$ cat config.mk
export PLATFORM = sky130hd
export DESIGN_NAME = cbm_bus_master
export DESIGN_NICKNAME = d
export VERILOG_FILES = /design/src/rtl/cbm_pkg.sv /design/src/rtl/cbm_handshake.sv /design/src/rtl/cbm_addr_ctr.sv /design/src/rtl/cbm_tphase.sv /design/src/rtl/cbm_bus_master.sv
export SDC_FILE = /design/constraint.sdc
export NUM_CORES = 1
export LEC_CHECK = 0
export BUFFER_PORTS_ARGS = -buffer_cell sky130_fd_sc_hd__buf_4
export CAP_MARGIN = 30
export CORE_UTILIZATION = 45
export CTS_CLUSTER_SIZE = 10
export DETAILED_ROUTE_END_ITERATION = 8
export PLACE_DENSITY = 0.81
export SLEW_MARGIN = 20
export SYNTH_ARGS = -nofsm -noshare
export SYNTH_HDL_FRONTEND = slang
export SYNTH_SLANG_ARGS = --single-unit
$ cat constraint.sdc
create_clock -name clk -period 5.6 [get_ports clk]
set_clock_uncertainty 0.05 [all_clocks]
set_input_delay 1.12 -clock clk [delete_from_list [all_inputs] [get_ports clk]]
set_output_delay 1.12 -clock clk [all_outputs]
set_load 0.1 [all_outputs]
$ cat src/rtl/cbm_pkg.sv
package cbm_pkg;

  typedef enum logic [2:0] {
    HS_IDLE,
    HS_REQ,
    HS_WAIT,
    HS_OWN,
    HS_REL
  } hs_state_t;

  typedef enum logic [2:0] {
    TP_IDLE,
    TP_LEAD,
    TP_T1,
    TP_T2,
    TP_T3,
    TP_TW,
    TP_T4
  } tphase_t;

  localparam logic [2:0] STS_READ    = 3'b101;
  localparam logic [2:0] STS_WRITE   = 3'b110;
  localparam logic [2:0] STS_PASSIVE = 3'b111;

  // {S6,S5,S4,S3} driven on the upper lines outside T1
  localparam logic [3:0] HI_STATUS   = 4'b1011;

endpackage

$ cat src/rtl/cbm_handshake.sv
module cbm_handshake
  import cbm_pkg::*;
(
  input  logic      clk,
  input  logic      rst,
  input  logic      start_i,
  input  logic      cnt_zero_i,
  input  logic      rqgt_i,
  input  logic      xfer_end_i,
  output logic      accept_o,
  output logic      go_o,
  output logic      rq_drive_o,
  output logic      done_o,
  output hs_state_t state_o
);

  hs_state_t st;

  assign accept_o   = (st == HS_IDLE) && start_i && !cnt_zero_i;
  assign go_o       = (st == HS_WAIT) && !rqgt_i;
  assign rq_drive_o = (st == HS_REQ) || (st == HS_REL);
  assign state_o    = st;

  always_ff @(posedge clk) begin
    if (rst) begin
      st     <= HS_IDLE;
      done_o <= 1'b0;
    end else begin
      done_o <= (st == HS_REL);
      case (st)
        HS_IDLE: if (accept_o)   st <= HS_REQ;
        HS_REQ:                  st <= HS_WAIT;
        HS_WAIT: if (go_o)       st <= HS_OWN;
        HS_OWN:  if (xfer_end_i) st <= HS_REL;
        HS_REL:                  st <= HS_IDLE;
        default:                 st <= HS_IDLE;
      endcase
    end
  end

  // every pull on the shared line lasts a single clock
  a_r1_pulse_one_clock: assert property (@(posedge clk) disable iff (rst)
    $rose(rq_drive_o) |=> !rq_drive_o);

  // completion only directly after a release pulse
  a_r9_done_after_release: assert property (@(posedge clk) disable iff (rst)
    done_o |-> $past(rq_drive_o));

  // completion never lasts longer than one cycle
  a_r9_done_single: assert property (@(posedge clk) disable iff (rst)
    done_o |=> !done_o);

endmodule

$ cat src/rtl/cbm_addr_ctr.sv
module cbm_addr_ctr #(
  parameter int AW   = 20,
  parameter int CW   = 8,
  parameter int STEP = 2
) (
  input  logic          clk,
  input  logic          rst,
  input  logic          load_i,
  input  logic [AW-1:0] base_i,
  input  logic [CW-1:0] count_i,
  input  logic          write_i,
  input  logic          step_i,
  output logic [AW-1:0] addr_o,
  output logic          last_o,
  output logic          write_o
);

  localparam logic [AW-1:0] STEP_V = AW'(STEP);
  localparam logic [CW-1:0] ONE    = CW'(1);

  logic [CW-1:0] remain;

  assign last_o = (remain == ONE);

  always_ff @(posedge clk) begin
    if (rst) begin
      addr_o  <= '0;
      remain  <= '0;
      write_o <= 1'b0;
    end else if (load_i) begin
      addr_o  <= base_i;
      remain  <= count_i;
      write_o <= write_i;
    end else if (step_i) begin
      addr_o  <= addr_o + STEP_V;
      remain  <= remain - ONE;
    end
  end

  // a step is never asked for once the final word is reached
  a_r4_no_step_past_last: assert property (@(posedge clk) disable iff (rst)
    step_i |-> !last_o && (remain != '0));

endmodule

$ cat src/rtl/cbm_tphase.sv
module cbm_tphase
  import cbm_pkg::*;
(
  input  logic    clk,
  input  logic    rst,
  input  logic    go_i,
  input  logic    ready_i,
  input  logic    last_i,
  output tphase_t phase_o,
  output logic    step_o,
  output logic    end_o
);

  tphase_t ph;

  assign phase_o = ph;
  assign step_o  = (ph == TP_T4) && !last_i;
  assign end_o   = (ph == TP_T4) && last_i;

  always_ff @(posedge clk) begin
    if (rst) begin
      ph <= TP_IDLE;
    end else begin
      case (ph)
        TP_IDLE: if (go_i) ph <= TP_LEAD;
        TP_LEAD: ph <= TP_T1;
        TP_T1:   ph <= TP_T2;
        TP_T2:   ph <= TP_T3;
        TP_T3:   ph <= ready_i ? TP_T4 : TP_TW;
        TP_TW:   ph <= ready_i ? TP_T4 : TP_TW;
        TP_T4:   ph <= last_i ? TP_IDLE : TP_T1;
        default: ph <= TP_IDLE;
      endcase
    end
  end

  // a wait state only follows a low READY
  a_r7_wait_needs_low_ready: assert property (@(posedge clk) disable iff (rst)
    (ph == TP_TW) |-> !$past(ready_i));

  // T4 is entered only after READY was seen high
  a_r7_t4_after_ready: assert property (@(posedge clk) disable iff (rst)
    (ph == TP_T4) |-> $past(ready_i));

endmodule

$ cat src/rtl/cbm_bus_master.sv
module cbm_bus_master
  import cbm_pkg::*;
#(
  parameter int AW   = 20,
  parameter int CW   = 8,
  parameter int STEP = 2
) (
  input  logic          clk,
  input  logic          rst,
  input  logic          start_i,
  input  logic [AW-1:0] base_addr_i,
  input  logic [CW-1:0] word_count_i,
  input  logic          write_i,
  input  logic          rqgt_i,
  input  logic          ready_i,
  output logic          rqgt_drive_o,
  output logic [AW-5:0] ad_o,
  output logic [3:0]    ahs_o,
  output logic [2:0]    sts_o,
  output logic          bhe_s7_o,
  output logic          done_o
);

  localparam int LW = AW - 4;

  logic          accept, go, xfer_end, step, last, xwrite;
  logic [AW-1:0] addr;
  logic [2:0]    code;
  hs_state_t     hs_state;
  tphase_t       phase;

  cbm_handshake u_hs (
    .clk        (clk),
    .rst        (rst),
    .start_i    (start_i),
    .cnt_zero_i (word_count_i == '0),
    .rqgt_i     (rqgt_i),
    .xfer_end_i (xfer_end),
    .accept_o   (accept),
    .go_o       (go),
    .rq_drive_o (rqgt_drive_o),
    .done_o     (done_o),
    .state_o    (hs_state)
  );

  cbm_addr_ctr #(.AW(AW), .CW(CW), .STEP(STEP)) u_ctr (
    .clk     (clk),
    .rst     (rst),
    .load_i  (accept),
    .base_i  (base_addr_i),
    .count_i (word_count_i),
    .write_i (write_i),
    .step_i  (step),
    .addr_o  (addr),
    .last_o  (last),
    .write_o (xwrite)
  );

  cbm_tphase u_tp (
    .clk     (clk),
    .rst     (rst),
    .go_i    (go),
    .ready_i (ready_i),
    .last_i  (last),
    .phase_o (phase),
    .step_o  (step),
    .end_o   (xfer_end)
  );

  assign code = xwrite ? STS_WRITE : STS_READ;

  always_comb begin
    ad_o     = '0;
    ahs_o    = '0;
    bhe_s7_o = 1'b1;
    sts_o    = STS_PASSIVE;
    case (phase)
      TP_LEAD: sts_o = code;
      TP_T1: begin
        ad_o     = addr[LW-1:0];
        ahs_o    = addr[AW-1:LW];
        bhe_s7_o = 1'b0;
        sts_o    = code;
      end
      TP_T2: begin
        ahs_o = HI_STATUS;
        sts_o = code;
      end
      TP_T3, TP_TW: begin
        ahs_o = HI_STATUS;
        sts_o = ready_i ? STS_PASSIVE : code;
      end
      TP_T4: begin
        ahs_o = HI_STATUS;
        sts_o = last ? STS_PASSIVE : code;
      end
      default: ;
    endcase
  end

  // nothing on the bus while waiting for the grant
  a_r2_quiet_until_grant: assert property (@(posedge clk) disable iff (rst)
    (hs_state == HS_WAIT) |-> (sts_o == STS_PASSIVE) && bhe_s7_o && (ahs_o == 4'd0));

  // the word address is frozen from T2 through the wait states
  a_r4_addr_frozen: assert property (@(posedge clk) disable iff (rst)
    (phase == TP_T2 || phase == TP_T3 || phase == TP_TW) |=> $stable(addr));

  // T1 always carries an active code
  a_r6_t1_active: assert property (@(posedge clk) disable iff (rst)
    (phase == TP_T1) |-> (sts_o != STS_PASSIVE));

  // the direction of a running transfer never changes
  a_r10_dir_kept: assert property (@(posedge clk) disable iff (rst)
    (hs_state != HS_IDLE) |=> $stable(xwrite));

endmodule

==> reports/results.ini, run 1 <==
[route]
drt-total-wl_mm=5.964
postRouteAntennaNets=0
remaining_drc_errors=0
via_count=2350
routed_via_density=5.964
drt_first_pass_iters=4
first_iter_violations=128
wire_per_inst_um=15.14

[pwr]
ir_drop_uv=126.8
leakage_nw=1.097
powerDensity_nw_per_um2=237.2

[sta]
drv_slew=0
hold_violations=0
timing.hold.ws_ps=422.3
tns_ps=0
post-route-period-util_pct=62.94
slew_headroom_pct=37.84
tightest_slew_ps=929.0
rsz0062_at_grt=no
min_period_ps=3525
setup_viol=0
clock.fmax_mhz=283.7

[logic_synthesis]
synth_mux_area_share_pct=0.9274
synth_top_family_by_area=simple AND/OR/NAND/NOR gates
yosys-top-cells-area=dfxtp_1, nor2_1, and3_1, a311oi_1, a311oi_2
synth_area_sq_um=2293
synth_seq_cells=36
postSynthAreaPerCell_sq_um=8.076
synth_compound_area_share_pct=23.95
synth-adder-area-share_pct=1.637
synth_top_area_share_pct=31.42
yosysTopAreaCell=dfxtp_1
synth_cells=284
yosys.area_share.simple_pct=31.75
yosysUniqueCellTypes=50
yosysWarningCount=0
yosysSeqAreaShare_pct=31.42
synth_edf_count=0
synth_xor_area_share_pct=3.055
synthArstFlopShare_pct=0
synth_fp_nets=321
ys_dominant_reg_cell=dfxtp_1

[clocking]
numClockSinks=36
cts.clk_slew.worst_paths_ps=70
cts_setup_buffers=0
cts.root.buffer_cell=clkbuf_8
cts_buffer_depth=2
cts_hold_buffers=0
cts_buffers=5
cts_max_level=2
clock_latency_ps=290
cts_tree=built
cts_resized=0

[placed_design]
gp_congestion=0.8823
io_buffers=58
hpwl_mm=4.127

[critical_path]
path_buf_inv=1
slowest_stage=dfxtp_1
cp-start-kind=flop
r2r_slack_ps=2880
path_class=flop to primary output
critPathMaxStageDelay_ps=800
arrival_ps=2350
crit_fanout=28
crit_chain=and3b_1 > nand3_1 > nand4_1 > buf_4
worstPathRequired_ps=4430
crit_family=simple AND/OR/NAND/NOR gates
cp-end-kind=primary output

[global_routing]
grt_pass1_wl_mm=9.970
overflow=0
grt_max_degree=51
grt_usage_pct=23.86
grt_pass1_vias=2221
antenna_found_initial=0

[run_status]
status=completed

[finish]
nFillCells=477
antenna_cells=0
area_delta_synth_final_pct=21.88
drive_gt1_share_pct=25.08
nets=364

[floorplanning]
floorplan.rows=25
die_h_um=73.39
io_pins=60
die_w_um=73.39
core_sq_um=4817
dieArea_sq_um=5386
initial_core_util_pct=47.61

[run]
drv_cap=0

[worst_hold_path]
hold_class=flop to flop

## worst reg2reg max path, stage by stage, from the launching register on
cell	delay, ps
dfxtp_1	800
and3b_1	550
o2111ai_2	400
or4_1	590
a311oi_2	260
## final timing paths
check	endpoint	depth (start not counted)	from
worst min register to register	u_ctr.write_o	2	u_ctr.write_o
worst min-delay path	u_ctr.write_o	2	u_ctr.write_o
worst max-delay path	sts_o[0]	4	u_tp.phase_o[1]
worst max register to register	u_ctr.addr_o[19]	4	u_tp.phase_o[1]
## registers in the layout (all words and copies together) (netlist names)
signal	flops
u_tp.phase_o	3
u_ctr.remain	8
u_ctr.write_o	1
u_ctr.addr_o	20
u_hs.state_o	3
u_hs.done_o	1
## synth_stat cells (4+ instances only)
library cell	instances
a211oi_1	6
a21oi_1	11
a311oi_1	11
a311oi_2	5
and3_1	18
buf_2	7
buf_4	4
clkbuf_1	9
dfxtp_1	36
inv_1	8
nand2_1	18
nand3_1	7
nand4_1	6
nor2_1	42
nor3_1	5
o21ai_0	7
o21ai_1	7
o31ai_1	7
or3_1	10
or4_1	10
xnor2_1	6
## through the flow
step                area, sq um  setup slack, ps  total power [mW]  util (%)  std cells
CTS                        2795             2113            0.6631     58.03        394
global placement           2699             2452            0.4593     56.03        387
floorplan                  2293             1793            0.4227         -        284
global route               2795             1906            0.6927     58.03        394
detailed placement         2699             2433            0.4648     56.03        387
finish                     2795             2075            0.6629     58.03        394
## routing by layer
metal	wire, um	part of all wire [%]	global-route usage [%]	up-vias
li1	-	-	-	1154
met1	2674	45	30.97	1100
met2	2813	47	38.07	83
met3	369	6.2	5.350	13
met4	107	1.8	10.26	0
met5	0	0	0	-
## cell type report
cell class	instances	area (sq um)	share of cell area, %
well taps	67	83.83	2.999
multi-input cells	217	1421	50.85
clock buffers	7	96.34	3.447
flip-flops and latches	36	720.7	25.78
repair buffers	59	442.9	15.85
inverters	8	30.03	1.074
## where the power goes
| part | internal (mW) | switching (mW) |
|---|---|---|
| sequential | 0.281 | 0.0322 |
| clock | 0.110 | 0.0913 |
| combinational | 0.0588 | 0.0899 |
## cell families (layout without fill, tap and decap cells)
logic type	count (synthesis)	after routing
flip-flops	36	36
AO/OA/AOI/OAI	69	69
buffers and inverters	31	74
AND/OR/NAND/NOR	134	134
adder cells (fa/ha/maj)	3	3
other	1	1
XOR/XNOR	8	8
multiplexers	2	2
## placed cells by master, fill, tap and decap left out, drive strengths merged, types with 7 or more instances in the layout
master / count
a311oi: 16
nor2: 42
clkbuf: 7
nand2: 18
or3: 10
inv: 8
and3: 18
a21oi: 11
o31ai: 7
dfxtp: 36
buf: 59
or4: 10
nand3: 7
a211oi: 7
o21ai: 15
Note: power is estimated with default switching activity, not from simulation.
==> run 2, diff against run 1 <==
clock period = 3.54 ns   (was 5.6 ns; I/O delays follow)
==> reports/results.ini, run 2 (same netlist as run 1, synthesis figures left out) <==
[finish]
largest_register=u_ctr.addr_o
layout_common_cells=buf_4, nor2_1, dfxtp_1, nand2_1, and3_1
nFillCells=438  ; -8.2%
multi_input_area_sq_um=1421  ; unchanged
area_delta_synth_final_pct=25.48
top_regs=u_ctr.addr_o x20, u_ctr.remain x8
nets=365  ; +0.27%
antenna_cells=0  ; unchanged
ff_latch_area_sq_um=720.7  ; unchanged
largest_reg_flops=20  ; unchanged
drive_gt1_share_pct=25.53  ; +0.46 points
mostFrequentLayoutCell=buf_4

[pwr]
switching_share_pct=27.80  ; -4.4 points
seqPwrFrac_pct=40.0  ; -7.3 points
p_int_mw=0.8939  ; +99%
clkPwrFrac_pct=40.7  ; +10 points
p_switching_mw=0.3442  ; +61%
leakage_nw=1.136  ; +3.5%
powerDensity_nw_per_um2=430.2  ; +81%
combPwrFrac_pct=19.3  ; -3.1 points
ir_drop_uv=196.9  ; +55%
total_power_mw=1.238  ; +87%

[clocking]
cts.clk_slew.worst_paths_ps=70  ; about the same
cts.root.buffer_cell=clkbuf_8
cts_hold_buffers=0  ; unchanged
cts_buffers=5  ; unchanged
numClockSinks=36  ; unchanged
cts_setup_buffers=0  ; unchanged
clock_latency_ps=290  ; about the same
cts_tree=built
cts_buffer_depth=2  ; unchanged
cts_resized=0  ; unchanged
cts_max_level=2  ; unchanged

[route]
drt_first_pass_iters=5  ; +1
postRouteAntennaNets=0  ; unchanged
remaining_drc_errors=0  ; unchanged
drt-total-wl_mm=5.788  ; -3.0%
first_iter_violations=108  ; -16%
via_count=2308  ; -1.8%
wire_per_inst_um=14.62  ; -3.4%
routed_via_density=5.828  ; -2.3%

[critical_path]
cp-end-kind=primary output
arrival_ps=2120  ; -230 ps
crit_fanout=5  ; -82%
slowest_stage=dfxtp_1
cp-start-kind=flop
worstPathRequired_ps=2780  ; -1650 ps
path_class=flop to primary output
crit_chain=ha_1 > nor3b_1 > nand3_1 > nand4_1 > buf_4
critPathMaxStageDelay_ps=440  ; -360 ps

[floorplanning]
floorplan.rows=25  ; unchanged
die_w_um=73.39  ; unchanged
die_h_um=73.39  ; unchanged
core_sq_um=4817  ; unchanged
dieArea_sq_um=5386  ; unchanged
io_pins=60  ; unchanged
initial_core_util_pct=47.61  ; unchanged

[sta]
clock.fmax_mhz=347.0
tightest_slew_ps=899.8  ; -29.23 ps
slew_headroom_pct=39.79  ; +2.0 points
rsz0062_at_grt=no
layout_setup_ws_ps=657.8  ; -1417 ps
min_period_ps=2882
setup_viol=0  ; unchanged
drv_slew=0  ; unchanged
tns_ps=0  ; unchanged
post-route-period-util_pct=81.42
hold_violations=0  ; unchanged

[placed_design]
gp_congestion=0.8160  ; -7.5%
post-place-ws_ps=843.0  ; -1590 ps
hpwl_mm=4.135  ; +0.20%
io_buffers=58  ; unchanged

[global_routing]
grt_pass1_wl_mm=9.149  ; -8.2%
grt_max_degree=34  ; -33%
grt_usage_pct=22.09  ; -1.8 points
grt_most_used_layer=met2
use_met2_pct=35.29  ; -2.8 points
grtUsageMet3_pct=4.664  ; -0.69 points
grt_pass1_vias=2029  ; -8.6%
met1_usage_pct=29.55  ; -1.4 points
overflow=0  ; unchanged
antenna_found_initial=0  ; unchanged

[worst_hold_path]
hold_class=flop to flop

[run_status]
status=completed

[run]
drv_cap=0  ; unchanged

## run 2: layer usage
metal | wire length (um) | share of wire [%]
met4 | 99 | 1.7
met5 | 0 | 0
met2 | 2684 | 46
met1 | 2746 | 47
met3 | 257 | 4.4
## run 2: final cells by class
class	instances	area share, %
flip-flops and latches	36	25.04
well taps	67	2.913
multi-input cells	217	49.39
clock inverters	3	3.130
inverters	8	1.043
clock buffers	5	2.391
repair buffers	60	16.09
## run 2: worst max-delay path, delay by kind of cell (launching register included)
kind                     cells  cell delay [ps]
buffers and inverters        1              300
adder cells (fa/ha/maj)      1              230
flip-flops                   1              440
AND/OR/NAND/NOR              3              870
## run 2: stage by stage
step | utilization [%] | hold WS (ps) | cells | instance area (sq um)
6_report | 59.74 | 411.2 | 396 | 2878
5_1_grt | 59.74 | 420.8 | 396 | 2878
4_1_cts | 59.74 | 410.7 | 396 | 2878
3_5_place_dp | 56.44 | 400.8 | 388 | 2719
3_3_place_gp | 56.44 | 399.0 | 388 | 2719
2_1_floorplan | - | 382.1 | 284 | 2293
## run 2: path summary, 6_finish.rpt
check / from / endpoint / slack [ps] / cells after the start
worst max-delay path: u_ctr.remain[0] / sts_o[0] / 660 / 5
worst min-delay path: u_ctr.addr_o[0] / u_ctr.addr_o[0] / 410 / 2
worst max register to register: u_tp.phase_o[2] / u_ctr.addr_o[19] / 1220 / 4
worst min register to register: u_ctr.addr_o[0] / u_ctr.addr_o[0] / 410 / 2
## run 2: power groups by stage
stage	registers (mW)	logic, mW	clock network, mW
final	0.495	0.239	0.503
after global routing	0.502	0.261	0.526
after global placement	0.501	0.231	0
after floorplan	0.483	0.186	0
after CTS	0.494	0.239	0.507
after detailed placement	0.502	0.237	0
